`config.mk`:
```
export PLATFORM = sky130hd
export DESIGN_NAME = tmr_rdback
export DESIGN_NICKNAME = d
export VERILOG_FILES = /design/src/rtl/tmr_rdback_pkg.sv /design/src/rtl/tmr_rdback_cmd.sv /design/src/rtl/tmr_rdback_chan.sv /design/src/rtl/tmr_rdback.sv
export SDC_FILE = /design/constraint.sdc
export NUM_CORES = 1
export LEC_CHECK = 0
export BUFFER_PORTS_ARGS = -buffer_cell sky130_fd_sc_hd__buf_2
export CAP_MARGIN = 25
export CELL_PAD_IN_SITES_DETAIL_PLACEMENT = 1
export CELL_PAD_IN_SITES_GLOBAL_PLACEMENT = 2
export CORE_MARGIN = 2
export CORE_UTILIZATION = 35
export CTS_CLUSTER_DIAMETER = 100
export DETAILED_ROUTE_END_ITERATION = 7
export PLACE_DENSITY_LB_ADDON = 0.1
export SLEW_MARGIN = 25
export SYNTH_ARGS = -nofsm -noshare
export SYNTH_HDL_FRONTEND = slang
export SYNTH_SLANG_ARGS = --single-unit
export TNS_END_PERCENT = 30
```
`constraint.sdc`:
```
create_clock -name clk -period 2.13 [get_ports clk]
set_input_delay 0.426 -clock clk [delete_from_list [all_inputs] [get_ports clk]]
set_output_delay 0.426 -clock clk [all_outputs]
set_load 0.02 [all_outputs]
```
`src/rtl/tmr_rdback_pkg.sv`:
```
// Shared definitions for the timer read path: byte and count widths,
// access-field encodings and the decoded per-channel command bundle.
package tmr_rdback_pkg;

    localparam int BYTE_W = 8;
    localparam int CNT_W  = 2 * BYTE_W;
    localparam int CTL_W  = 6;

    // Reset control bits: low-then-high access, mode 0, binary.
    localparam logic [CTL_W-1:0] CTL_RST = 6'b110000;

    typedef enum logic [1:0] {
        ACC_SNAP = 2'b00,
        ACC_LO   = 2'b01,
        ACC_HI   = 2'b10,
        ACC_WORD = 2'b11
    } acc_e;

    typedef struct packed {
        logic             cw_we;
        logic             lat_cnt;
        logic             lat_sts;
        logic [CTL_W-1:0] bits;
    } chan_cmd_t;

endpackage

```
`src/rtl/tmr_rdback_cmd.sv`:
```
// Command decoder. Turns the control-word and read-back strobes into one
// command bundle per channel. Assumes at most one control word per cycle.
// Channel indices at or above NUM_CH match nothing.
module tmr_rdback_cmd
    import tmr_rdback_pkg::*;
#(
    parameter int NUM_CH = 3,
    parameter int SEL_W  = 2
) (
    input  logic                    ctl_wr,
    input  logic [SEL_W-1:0]        ctl_ch,
    input  logic [CTL_W-1:0]        ctl_bits,
    input  logic                    rb_stb,
    input  logic [NUM_CH-1:0]       rb_sel,
    input  logic                    rb_cnt,
    input  logic                    rb_sts,
    output chan_cmd_t [NUM_CH-1:0]  cmd_o
);

    acc_e acc;
    assign acc = acc_e'(ctl_bits[5:4]);

    for (genvar g = 0; g < NUM_CH; g++) begin : g_dec
        chan_cmd_t one;
        logic      hit;

        assign hit = ctl_wr && (ctl_ch == SEL_W'(g));

        // Build the command for channel g from both command sources.
        always_comb begin
            one.cw_we   = hit && (acc != ACC_SNAP);
            one.lat_cnt = (hit && (acc == ACC_SNAP)) || (rb_stb && rb_sel[g] && rb_cnt);
            one.lat_sts = rb_stb && rb_sel[g] && rb_sts;
            one.bits    = ctl_bits;
        end

        assign cmd_o[g] = one;
    end

endmodule

```
`src/rtl/tmr_rdback_chan.sv`:
```
// One channel of the read path. Holds the control bits, the null flag,
// the count and status snapshots and the byte toggle, and presents the
// next byte to read. Assumes rd_sel is high only for a real read of
// this channel.
module tmr_rdback_chan
    import tmr_rdback_pkg::*;
(
    input  logic              clk,
    input  logic              rst_n,
    input  chan_cmd_t         cmd_i,
    input  logic              cnt_wr,
    input  logic              cnt_load,
    input  logic [CNT_W-1:0]  live_cnt,
    input  logic              out_lvl,
    input  logic              rd_sel,
    output logic [BYTE_W-1:0] rd_byte
);

    logic [CTL_W-1:0]  ctl_q;
    logic              null_q;
    logic              tog_q;
    logic              cnt_held_q;
    logic [CNT_W-1:0]  cnt_hold_q;
    logic              sts_held_q;
    logic [BYTE_W-1:0] sts_hold_q;

    acc_e              acc;
    logic [CNT_W-1:0]  src;
    logic              take_hi;
    logic              cnt_rd;
    logic              cnt_done;

    // Select the byte to present and work out whether this read ends a count.
    always_comb begin
        acc      = acc_e'(ctl_q[5:4]);
        src      = cnt_held_q ? cnt_hold_q : live_cnt;
        take_hi  = (acc == ACC_HI) || ((acc == ACC_WORD) && tog_q);
        rd_byte  = sts_held_q ? sts_hold_q
                 : (take_hi ? src[CNT_W-1:BYTE_W] : src[BYTE_W-1:0]);
        cnt_rd   = rd_sel && !sts_held_q;
        cnt_done = cnt_rd && ((acc != ACC_WORD) || tog_q);
    end

    // Null flag: set by a count write, cleared when the count is loaded.
    always_ff @(posedge clk) begin
        if (!rst_n)        null_q <= 1'b0;
        else if (cnt_wr)   null_q <= 1'b1;
        else if (cnt_load) null_q <= 1'b0;
    end

    // Control bits and the byte toggle of two-byte access.
    always_ff @(posedge clk) begin
        if (!rst_n) begin
            ctl_q <= CTL_RST;
            tog_q <= 1'b0;
        end else if (cmd_i.cw_we) begin
            ctl_q <= cmd_i.bits;
            tog_q <= 1'b0;
        end else if (cnt_rd && (acc == ACC_WORD)) begin
            tog_q <= !tog_q;
        end
    end

    // Count snapshot: taken once, held until fully read.
    always_ff @(posedge clk) begin
        if (!rst_n) begin
            cnt_held_q <= 1'b0;
            cnt_hold_q <= '0;
        end else if (cmd_i.cw_we) begin
            cnt_held_q <= 1'b0;
        end else if (cmd_i.lat_cnt && !cnt_held_q) begin
            cnt_held_q <= 1'b1;
            cnt_hold_q <= live_cnt;
        end else if (cnt_done) begin
            cnt_held_q <= 1'b0;
        end
    end

    // Status snapshot: output level, null flag and control bits.
    always_ff @(posedge clk) begin
        if (!rst_n) begin
            sts_held_q <= 1'b0;
            sts_hold_q <= '0;
        end else if (cmd_i.cw_we) begin
            sts_held_q <= 1'b0;
        end else if (cmd_i.lat_sts && !sts_held_q) begin
            sts_held_q <= 1'b1;
            sts_hold_q <= {out_lvl, null_q, ctl_q};
        end else if (rd_sel && sts_held_q) begin
            sts_held_q <= 1'b0;
        end
    end

    AST_NULL_RISE: assert property (@(posedge clk) disable iff (!rst_n)
        $rose(null_q) |-> $past(cnt_wr));

    AST_NULL_FALL: assert property (@(posedge clk) disable iff (!rst_n)
        $fell(null_q) |-> ($past(cnt_load) && !$past(cnt_wr)));

    AST_TOG_CLEAR: assert property (@(posedge clk) disable iff (!rst_n)
        cmd_i.cw_we |=> !tog_q);

    AST_HOLD_FROZEN: assert property (@(posedge clk) disable iff (!rst_n)
        (cnt_held_q && !cnt_done && !cmd_i.cw_we) |=> (cnt_held_q && $stable(cnt_hold_q)));

    AST_STS_FROZEN: assert property (@(posedge clk) disable iff (!rst_n)
        (sts_held_q && !rd_sel && !cmd_i.cw_we) |=> (sts_held_q && $stable(sts_hold_q)));

    AST_STS_NO_TOG: assert property (@(posedge clk) disable iff (!rst_n)
        (rd_sel && sts_held_q && !cmd_i.cw_we) |=> $stable(tog_q));

endmodule

```
`src/rtl/tmr_rdback.sv`:
```
// Top of the timer read path. Decodes commands, keeps one read channel
// per timer channel and multiplexes the addressed channel's byte onto the
// read port. Assumes the counting engine drives live_cnt and out_lvl.
module tmr_rdback
    import tmr_rdback_pkg::*;
#(
    parameter  int NUM_CH = 3,
    localparam int SEL_W  = (NUM_CH > 1) ? $clog2(NUM_CH + 1) : 1
) (
    input  logic                    clk,
    input  logic                    rst_n,
    input  logic                    ctl_wr,
    input  logic [SEL_W-1:0]        ctl_ch,
    input  logic [CTL_W-1:0]        ctl_bits,
    input  logic                    rb_stb,
    input  logic [NUM_CH-1:0]       rb_sel,
    input  logic                    rb_cnt,
    input  logic                    rb_sts,
    input  logic [NUM_CH-1:0]       cnt_wr,
    input  logic [NUM_CH-1:0]       cnt_load,
    input  logic [NUM_CH*CNT_W-1:0] live_cnt,
    input  logic [NUM_CH-1:0]       out_lvl,
    input  logic                    rd_en,
    input  logic [SEL_W-1:0]        rd_ch,
    output logic [BYTE_W-1:0]       rd_data
);

    chan_cmd_t [NUM_CH-1:0]  cmd;
    logic [BYTE_W-1:0]       chan_byte [NUM_CH];

    tmr_rdback_cmd #(
        .NUM_CH (NUM_CH),
        .SEL_W  (SEL_W)
    ) i_cmd (
        .ctl_wr   (ctl_wr),
        .ctl_ch   (ctl_ch),
        .ctl_bits (ctl_bits),
        .rb_stb   (rb_stb),
        .rb_sel   (rb_sel),
        .rb_cnt   (rb_cnt),
        .rb_sts   (rb_sts),
        .cmd_o    (cmd)
    );

    for (genvar g = 0; g < NUM_CH; g++) begin : g_ch
        logic sel;
        assign sel = rd_en && (rd_ch == SEL_W'(g));

        tmr_rdback_chan i_chan (
            .clk      (clk),
            .rst_n    (rst_n),
            .cmd_i    (cmd[g]),
            .cnt_wr   (cnt_wr[g]),
            .cnt_load (cnt_load[g]),
            .live_cnt (live_cnt[g*CNT_W +: CNT_W]),
            .out_lvl  (out_lvl[g]),
            .rd_sel   (sel),
            .rd_byte  (chan_byte[g])
        );
    end

    // Read multiplexer; an index with no channel behind it reads as zero.
    always_comb begin
        rd_data = '0;
        for (int k = 0; k < NUM_CH; k++) begin
            if (rd_ch == SEL_W'(k)) rd_data = chan_byte[k];
        end
    end

endmodule

```
Word level (Yosys, flattened, before mapping)
Index checks and enable logic that the tools add are counted.
Cells by class
  equality and inequality tests: 13
  multiplexer cells: 30
  bitwise logic cells: 4
  reduce and logical (&&, ||, !) cells: 82
Operators with widths (number)
  $mux 8: 9
  $mux 16: 3
  $logic_and 1x1->1: 42
  $reduce_bool 2->1: 10
  $mux 1: 18
  $eq 2x2->1 const B: 8
  $reduce_and 2->1: 6
  $logic_not 1->1: 9
  $logic_or 1x1->1: 9
  $logic_not 2->1: 3
  $ne 2x2->1 const B: 3
  $reduce_or 2->1: 3
  $eq 2x1->1 const B: 2
  $not 1->1: 4
Word-level totals
  flip-flop bits (word level): 102

Logic depth before layout (Yosys ltp)
Gate-level depths: netlist (run 1).
  depth after elaboration: 8
  gate-level depth with buffers: 8
  mapped depth without buffers: 5

Hierarchy
From an unflattened synthesis (run 1), not the netlist that was laid out.
Unflattened totals
  cells, all modules: 628
  area, all modules: 5584.1 um2
Modules (own cells, without submodules)
  tmr_rdback_chan: times used 3, cells each 191, area an instance 1715.4 um2, seq. area each 680.7 um2
  tmr_rdback_cmd: times used 1, cells each 32, area an instance 237.7 um2, seq. area each 0.0 um2
  tmr_rdback: times used 1, cells each 23, area an instance 200.2 um2, seq. area each 0.0 um2

Worst setup path before layout (run 1)
No wires, ideal clock.
  path kind: flip-flop to output port
  start: register g_ch[1].i_chan.ctl_q[5]
  end: output rd_data[0]
  arrival time: 1697 ps
  required time: 1704 ps
  path slack: 7 ps
  stages on the path, launching flop included: 5
  path buffers: 0
  cells stage by stage: dfxtp_1 a21boi_4 mux4_2 a221oi_1 a32oi_1
Between the ends
  word-level cells in the longest chain between the ends: 7
RTL lines
  start, declared: RTL line tmr_rdback_chan.sv:19  | logic [CTL_W-1:0] ctl_q;
  start signal, assigned: RTL line tmr_rdback_chan.sv:57  | ctl_q <= cmd_i.bits;
  $eq 2x2->1: RTL line tmr_rdback_chan.sv:37  | take_hi = (acc == ACC_HI) || ((acc == ACC_WORD) && tog_q);
  $logic_and 1x1->1: RTL line tmr_rdback_chan.sv:37
  $logic_or 1x1->1 (*): RTL line tmr_rdback_chan.sv:37
  $mux 8 (*): RTL line tmr_rdback_chan.sv:39  | : (take_hi ? src[CNT_W-1:BYTE_W] : src[BYTE_W-1:0]);
  $mux 8 (*): RTL line tmr_rdback_chan.sv:38  | rd_byte = sts_held_q ? sts_hold_q
  $mux 8 (*) (2 in a row): RTL line tmr_rdback.sv:66  | if (rd_ch == SEL_W'(k)) rd_data = chan_byte[k];
  end, declared: RTL line tmr_rdback.sv:25  | output logic [BYTE_W-1:0] rd_data
Every way passes the cells marked *; elsewhere a longest branch is shown, timed or not.

Worst setup path in the final report (run 1)
Same ends and word-level chain as after synthesis.

==> results.md, run 1 <==
- Crit Path Category: flip-flop to output port
- Share of cells above drive strength 1: 31.4%
- Async set-reset flop share out of synthesis: 0%
- Top Family by Delay on Critical Path: multiplexers
- Number of synthesized flops with an enable pin: 0
- FP Rows: 43
- Top FF cell, synth: dfxtp_1
- Worst relative slew slack: 53.4%
- Adder-Cell Fraction of Synth Area: 0%
- Final nets: 708
- Wirelength per Cell: 18.4 um
- Slew Limit Fails: 0
- PortBufs: 84
- Die Wd: 124 um
- Reg2reg end: g_ch[1].i_chan.cnt_hold_q[4]
- LEAKAGE: 2.44 nW
- CTS clk-pin slew, worst paths: 0.07 ns
- Drt first pass iters: 4
- Gpl congestion: 0.760
- All-layer global routing usage: 20.7%
- Slowest CP cell: mux4_2
- Synth area leader: dfxtp_1
- Worst Path Buf+Inv: 3
- Crit path DAT: 2.21 ns
- Min-Delay Startpoint: cnt_wr[1]
- Number of global-route vias before repair: 4490
- Seq cells post-synth: 102
- # diodes: 0
- Final wirelength: 15.0 mm
- Post-Synth Simple-Gate Area: 18.4%
- XOR/XNOR share of the synthesized area: 0.520%
- Max cap viols: 0
- Distinct cells, synth: 40
- Vias post-DR: 4324
- Die area: 0.0154 mm2
- R2r setup slk: 0.52 ns
- CTS root buf: clkbuf_16
- Fin cells: 816
- DP Worst Slack: -0.234 ns
- Area share of the largest cell type after synthesis: 40.4%
- Post-Syn Area per Cell: 9.62 um2
- Total Power: 0.00467 W
- Final setup margin: -0.505 ns
- Compound-Gate Fraction of Synth Area: 18.2%
- Post-route ant nets: 0
- I/O Pins: 85
- Crit end category: output port
- Endpoints failing setup: 8
- Hold path depth: 2
- Largest family of logic cells by synthesized area: multiplexers
- Crit path cell chain: a21boi_4 -> buf_12 -> mux4_2 -> a221oi_2 -> buf_4 -> a32oi_2 -> buf_4
- Hold endpoint: g_ch[1].i_chan.null_q
- Commonest non-fill, non-tap cells in the layout: dfxtp_1 (99), buf_2 (82), nand2_1 (80)
- Final Hold Fails: 0
- # placed instances: 798
- CP Launch Type: flip-flop
- Core ar.: 0.0140 mm2
- Final HPWL DP: 11.4 mm
- CP required: 1.70 ns
- Violation count after the first detailed-route iteration: 216
- Layout Area Growth over Synthesis: 25.6%
- Fmax: 0.380 GHz
- Failing checks: setup timing
- PD cells: 736 mW/mm2
- Most common cell after layout, fill and taps aside: dfxtp_1
- Skew final: 0.00646 ns
- Congestion Overflow GR: 0
- Die height: 124 um
- Starting density of the core: 36.1%
- Most used cell, CP: buf_4
- Minimum clock period after layout: 2.63 ns
- First-pass GRT wire length: 23.9 mm
- Worst-skew pair later-pin latency: 0.36 ns
- Syn nets: 602
- Most area-consuming cells after synthesis: dfxtp_1 (40%), mux4_2 (11%), mux2i_1 (7.5%), a21boi_1 (7.1%), nand2_1 (5.9%)
- Post-Syn Instances: 525
- Hold WC Path Type: input pin to flip-flop
- Mux cell area share after synthesis: 18.8%
- Drt via density: 5.30
- Sequential share of the synthesized area: 40.4%
- Outcome: complete, but fails checks
- CTS tree: yes
- CTS H-Tree Depth: 3
- Antenna violations before repair: 0
- RSZ-0062 raised after global routing: true
- Slew @ Worst Pin: 0.699 ns
- Synth warn: 0
- Period utilization: 124%
- Clk buf depth: 2
- TritonCTS Buffers: 9
- Critical path's largest stage delay: 0.54 ns
- Depth of the worst register-to-register path: 5
- Clock sink total: 102
- Netlist Area Pre-Place: 0.00505 mm2
- Crit-path max FO: 6
- Reg2reg start: g_ch[1].i_chan.cnt_held_q
- Pin count of the biggest net entering global routing: 33
- Max VDD drop: 0.456 mV
- DRC violation count after routing: 0
metal layers:
layer | wire (um) | up-vias | global-route usage [%]
li1 | - | 2085 | -
met1 | 7170 | 2143 | 28.4
met2 | 7110 | 79 | 32.8
met3 | 599 | 17 | 5.22
met4 | 169 | 0 | 4.92
met5 | 0 | - | 0
cells in the mapped netlist (4+ instances only):
cell        n
nor2_1     12
nand2_1    80
buf_2       8
nor2b_1    42
o21ai_1    48
nand2b_1   10
mux4_2     24
nor3_1      8
nand3_1     8
mux2i_1    38
a221oi_1    8
dfxtp_1   102
a31oi_1     4
a21oi_1     9
a32oi_1     7
clkbuf_1   24
a21boi_1   48
worst max-delay path by stage:
stage | startpoint | to | slack (ns) | depth (start not counted)
4_1_cts | g_ch[1].i_chan.tog_q | rd_data[0] | -0.54 | 8
5_1_grt | g_ch[1].i_chan.ctl_q[5] | rd_data[4] | -0.60 | 7
6_report | g_ch[1].i_chan.ctl_q[5] | rd_data[0] | -0.50 | 7
2_1_floorplan | g_ch[1].i_chan.ctl_q[5] | rd_data[0] | 0.007 | 4
3_3_place_gp | g_ch[1].i_chan.tog_q | rd_data[0] | -0.21 | 8
3_5_place_dp | g_ch[1].i_chan.tog_q | rd_data[0] | -0.23 | 8
logic make-up (layout without fill, tap and decap cells):
| logic type | after synthesis | count (layout) |
|---|---|---|
| AOI/OAI and AO/OA | 135 | 135 |
| xor gates and xnor gates | 3 | 3 |
| buffers and inverters | 41 | 152 |
| and+or+nand+nor | 180 | 180 |
| DFF | 102 | 102 |
| muxes | 64 | 64 |
per-stage QoR:
stage	util, %	hold WS, ns	TNS (ns)	cell area [um2]
detailed placement	42.3	0.471	-1.31	5920
floorplan	-	0.454	0	5050
global route	45.3	0.275	-4.43	6340
finish	45.3	0.272	-3.69	6340
CTS	45.3	0.268	-4.01	6330
global placement	42.3	0.460	-1.31	5920
where the power goes:
part | total [W] | internal [W] | switching (W)
clock | 0.00187 | 0.00113 | 0.000742
sequential | 0.00203 | 0.00198 | 0.0000471
combinational | 0.000776 | 0.000376 | 0.000400
flip-flops by register name (all words and copies together), names as in the netlist:
name,cells
g_ch.i_chan.cnt_held_q,3
g_ch.i_chan.cnt_hold_q,48
g_ch.i_chan.ctl_q,18
g_ch.i_chan.null_q,3
g_ch.i_chan.sts_held_q,3
g_ch.i_chan.sts_hold_q,24
g_ch.i_chan.tog_q,3
final cells by class:
cell class	instances	area (um2)
tap	180	225
fill	1631	7650
inverter	3	11.3
multi-input combinational	382	2880
sequential	102	2050
clock inverter	3	65.1
timing repair buffer	133	843
clock buffer	13	270
repair_timing:
item,in CTS,in global routing
hold buffers,0,0
setup buffers,2,0
gates resized for setup,12,3
setup endpoints to repair,8,8
pin swaps,9,3
Power figures use the tool's default switching activity.
==> inputs of run 2 (changes only) <==
- clock period: 2.13 -> 3 ns (I/O delays scaled with it)
==> run 2 against run 1 <==
The run now ends clean. Routed wire length down 2.4%. Clock-buffer cell count shrank 1. Combinational power decreased by 36%. Sequential power shrank 29%. First-iteration DRC count is 7.4% lower. Flip-flop and latch count did not move. Final cell count decreased by 4.0%. Largest cell class unchanged. Largest power group unchanged.
==> results.md, run 2 (synthesis results as in run 1) <==
- Vias post-DR: 4202 (-2.8%)
- Max cap viols: 0 (unchanged)
- Drt via density: 5.37 (+1.3%)
- Max layer used: met4
- CTS H-Tree Depth: 3 (unchanged)
- Drt first pass iters: 4 (unchanged)
- Max reg flops: 48 (unchanged)
- Antenna violations before repair: 0 (unchanged)
- Final setup margin: 0.0896 ns (+0.594 ns)
- Starting density of the core: 36.1% (unchanged)
- Die height: 124 um (unchanged)
- Metal3 WL: 562 um (-6.2%)
- Die Wd: 124 um (unchanged)
- Reg area: 0.00204 mm2 (-0.12%)
- Worst relative slew slack: 52.6% (-0.81 points)
- LEAKAGE: 2.26 nW (-7.2%)
- DP Worst Slack: 0.122 ns (+0.355 ns)
- RSZ-0062 raised after global routing: false
- CTS root buf: clkbuf_16
- Worst Path Buf+Inv: 2 (-1)
- Setup TNS Final: 0 ns (+3.69 ns)
- Area of the multi-input gates: 0.00288 mm2 (about the same)
- Crit path DAT: 2.31 ns (+0.10 ns)
- Crit path cell chain: a21boi_4 -> buf_6 -> mux4_2 -> a221oi_4 -> a32oi_1 -> buf_2
- Most common cell after layout, fill and taps aside: dfxtp_1
- Crit end category: output port
- Post-route ant nets: 0 (unchanged)
- FP Rows: 43 (unchanged)
- TritonCTS Buffers: 9 (unchanged)
- Max VDD drop: 0.263 mV (-42%)
- Top Family by Delay on Critical Path: compound AO/OA/AOI/OAI gates
- Min-Delay Startpoint: cnt_wr[1]
- Biggest regs: g_ch.i_chan.cnt_hold_q: 48 flops, g_ch.i_chan.sts_hold_q: 24 flops, g_ch.i_chan.ctl_q: 18 flops
- Hold endpoint: g_ch[1].i_chan.null_q
- Clk buf depth: 2 (unchanged)
- Number of global-route vias before repair: 4302 (-4.2%)
- Critical path's largest stage delay: 0.58 ns (+0.04 ns)
- CTS tree: yes
- Slew @ Worst Pin: 0.711 ns (+0.0122 ns)
- CP required: 2.40 ns (+0.70 ns)
- Layout Area Growth over Synthesis: 19.5%
- Final Hold Fails: 0 (unchanged)
- Period utilization: 97.0%
- Crit Path Category: flip-flop to output port
- Die area: 0.0154 mm2 (unchanged)
- Detail Route met2 WL: 6.82 mm (-4.1%)
- Hold-fix buffers at CTS: 0 (unchanged)
- Gpl congestion: 0.767 (+0.90%)
- Slowest CP cell: mux4_2
- CP Launch Type: flip-flop
- Outcome: completed
- Worst-skew pair later-pin latency: 0.35 ns (about the same)
- Total Power: 0.00321 W (-31%)
- DRT met1 WL: 7.12 mm (-0.66%)
- Slew Limit Fails: 0 (unchanged)
- # placed instances: 765 (-4.1%)
- All-layer global routing usage: 20.3% (-0.39 points)
- Core ar.: 0.0140 mm2 (unchanged)
- Hold WC Path Type: input pin to flip-flop
- Wirelength per Cell: 18.8 um (+1.7%)
- Reg2reg end: g_ch[2].i_chan.sts_hold_q[0]
- Crit-path max FO: 6 (unchanged)
- Commonest non-fill, non-tap cells in the layout: dfxtp_1 (101), buf_2 (84), nand2_1 (80)
- I/O Pins: 85 (unchanged)
- PD cells: 532 mW/mm2 (-28%)
- First-pass GRT wire length: 23.5 mm (-1.6%)
- Skew final: 0.00627 ns (-0.000192 ns)
- R2r setup slk: 1.38 ns (+0.86 ns)
- # fillers: 1630 (-0.061%)
- DRC violation count after routing: 0 (unchanged)
- CTS clk-pin slew, worst paths: 0.07 ns (about the same)
- Clock sink total: 102 (unchanged)
- Final wirelength: 14.7 mm (-2.4%)
- Endpoints failing setup: 0 (-8)
- Fmax: 0.344 GHz
- Placed Area: 0.00564 mm2 (-4.8%)
- Largest Register: g_ch.i_chan.cnt_hold_q
- Violation count after the first detailed-route iteration: 200 (-7.4%)
- Pin count of the biggest net entering global routing: 64 (+94%)
- Hold path depth: 2 (unchanged)
- # diodes: 0 (unchanged)
- PortBufs: 84 (unchanged)
- Post-Layout Inst Area: 0.00604 mm2 (-4.8%)
- Share of cells above drive strength 1: 26.9% (-4.6 points)
- Fin cells: 783 (-4.0%)
- Minimum clock period after layout: 2.91 ns
- Reg2reg start: g_ch[2].i_chan.sts_held_q
- Congestion Overflow GR: 0 (unchanged)
- Final nets: 675 (-4.7%)
- Depth of the worst register-to-register path: 4 (-1)
- Final HPWL DP: 10.6 mm (-6.5%)
-- run 2: changes by cell type in the layout (fill, tap and decap cells not counted), moves of 2 or more --
| cell | before | now |
|---|---|---|
| a32oi_1 | 5 | 7 |
| a32oi_2 | 2 | 0 |
| buf_12 | 4 | 1 |
| buf_2 | 82 | 84 |
| buf_4 | 47 | 14 |
| clkbuf_8 | 3 | 1 |
| dfxtp_1 | 99 | 101 |
| dfxtp_2 | 3 | 1 |
-- run 2: layout make-up --
| class | instances | share of cell area [%] |
|---|---|---|
| Clock inverter | 4 | 1.16 |
| Timing Repair Buffer | 100 | 9.22 |
| Multi-Input combinational cell | 382 | 47.8 |
| Inverter | 3 | 0.187 |
| Clock buffer | 12 | 4.08 |
| Sequential cell | 102 | 33.9 |
| Tap cell | 180 | 3.73 |
-- run 2: worst max path at each step --
| stage | start | endpoint | slack, ns | cells after the start |
|---|---|---|---|---|
| final | g_ch[1].i_chan.ctl_q[5] | rd_data[0] | 0.09 | 6 |
| after global routing | g_ch[0].i_chan.ctl_q[5] | rd_data[6] | 0.004 | 5 |
| after CTS | g_ch[1].i_chan.ctl_q[5] | rd_data[0] | -0.004 | 6 |
| after detailed placement | g_ch[1].i_chan.ctl_q[5] | rd_data[5] | 0.12 | 5 |
| after global placement | g_ch[1].i_chan.ctl_q[5] | rd_data[5] | 0.18 | 5 |
| after floorplan | g_ch[1].i_chan.ctl_q[5] | rd_data[0] | 0.70 | 4 |
-- run 2: worst register-to-register path, cell delays in order (launching register included) --
cell	delay [ns]
dfxtp_1	0.49
nand4b_1	0.35
nor2_4	0.34
mux2i_1	0.26
nor2b_1	0.07
-- run 2: what timing repair did --
item / in CTS / in global routing
buffers inserted: 2 / 0
endpoints found under the setup margin: 8 / 5
pin swaps: 0 / 0
resized for setup: 8 / 3
-- run 2: where the power goes --
part | switching [W] | internal, W | total [W]
Combinational | 0.000273 | 0.000227 | 0.000500
Sequential | 0.0000359 | 0.00141 | 0.00144
Clock | 0.000520 | 0.000753 | 0.00127
Total | 0.000829 | 0.00238 | 0.00321
-- run 2: metrics by stage --
step	hold WS (ns)	util, %
2_1_floorplan	0.454	-
3_3_place_gp	0.459	40.3
3_5_place_dp	0.470	40.3
4_1_cts	0.448	43.0
5_1_grt	0.448	43.1
6_report	0.456	43.1
-- run 2: layer usage --
metal,up-vias,track usage [%]
li1,2020,-
met1,2077,28.5
met3,14,3.62
met2,91,32.0
met4,0,5.69
met5,-,0
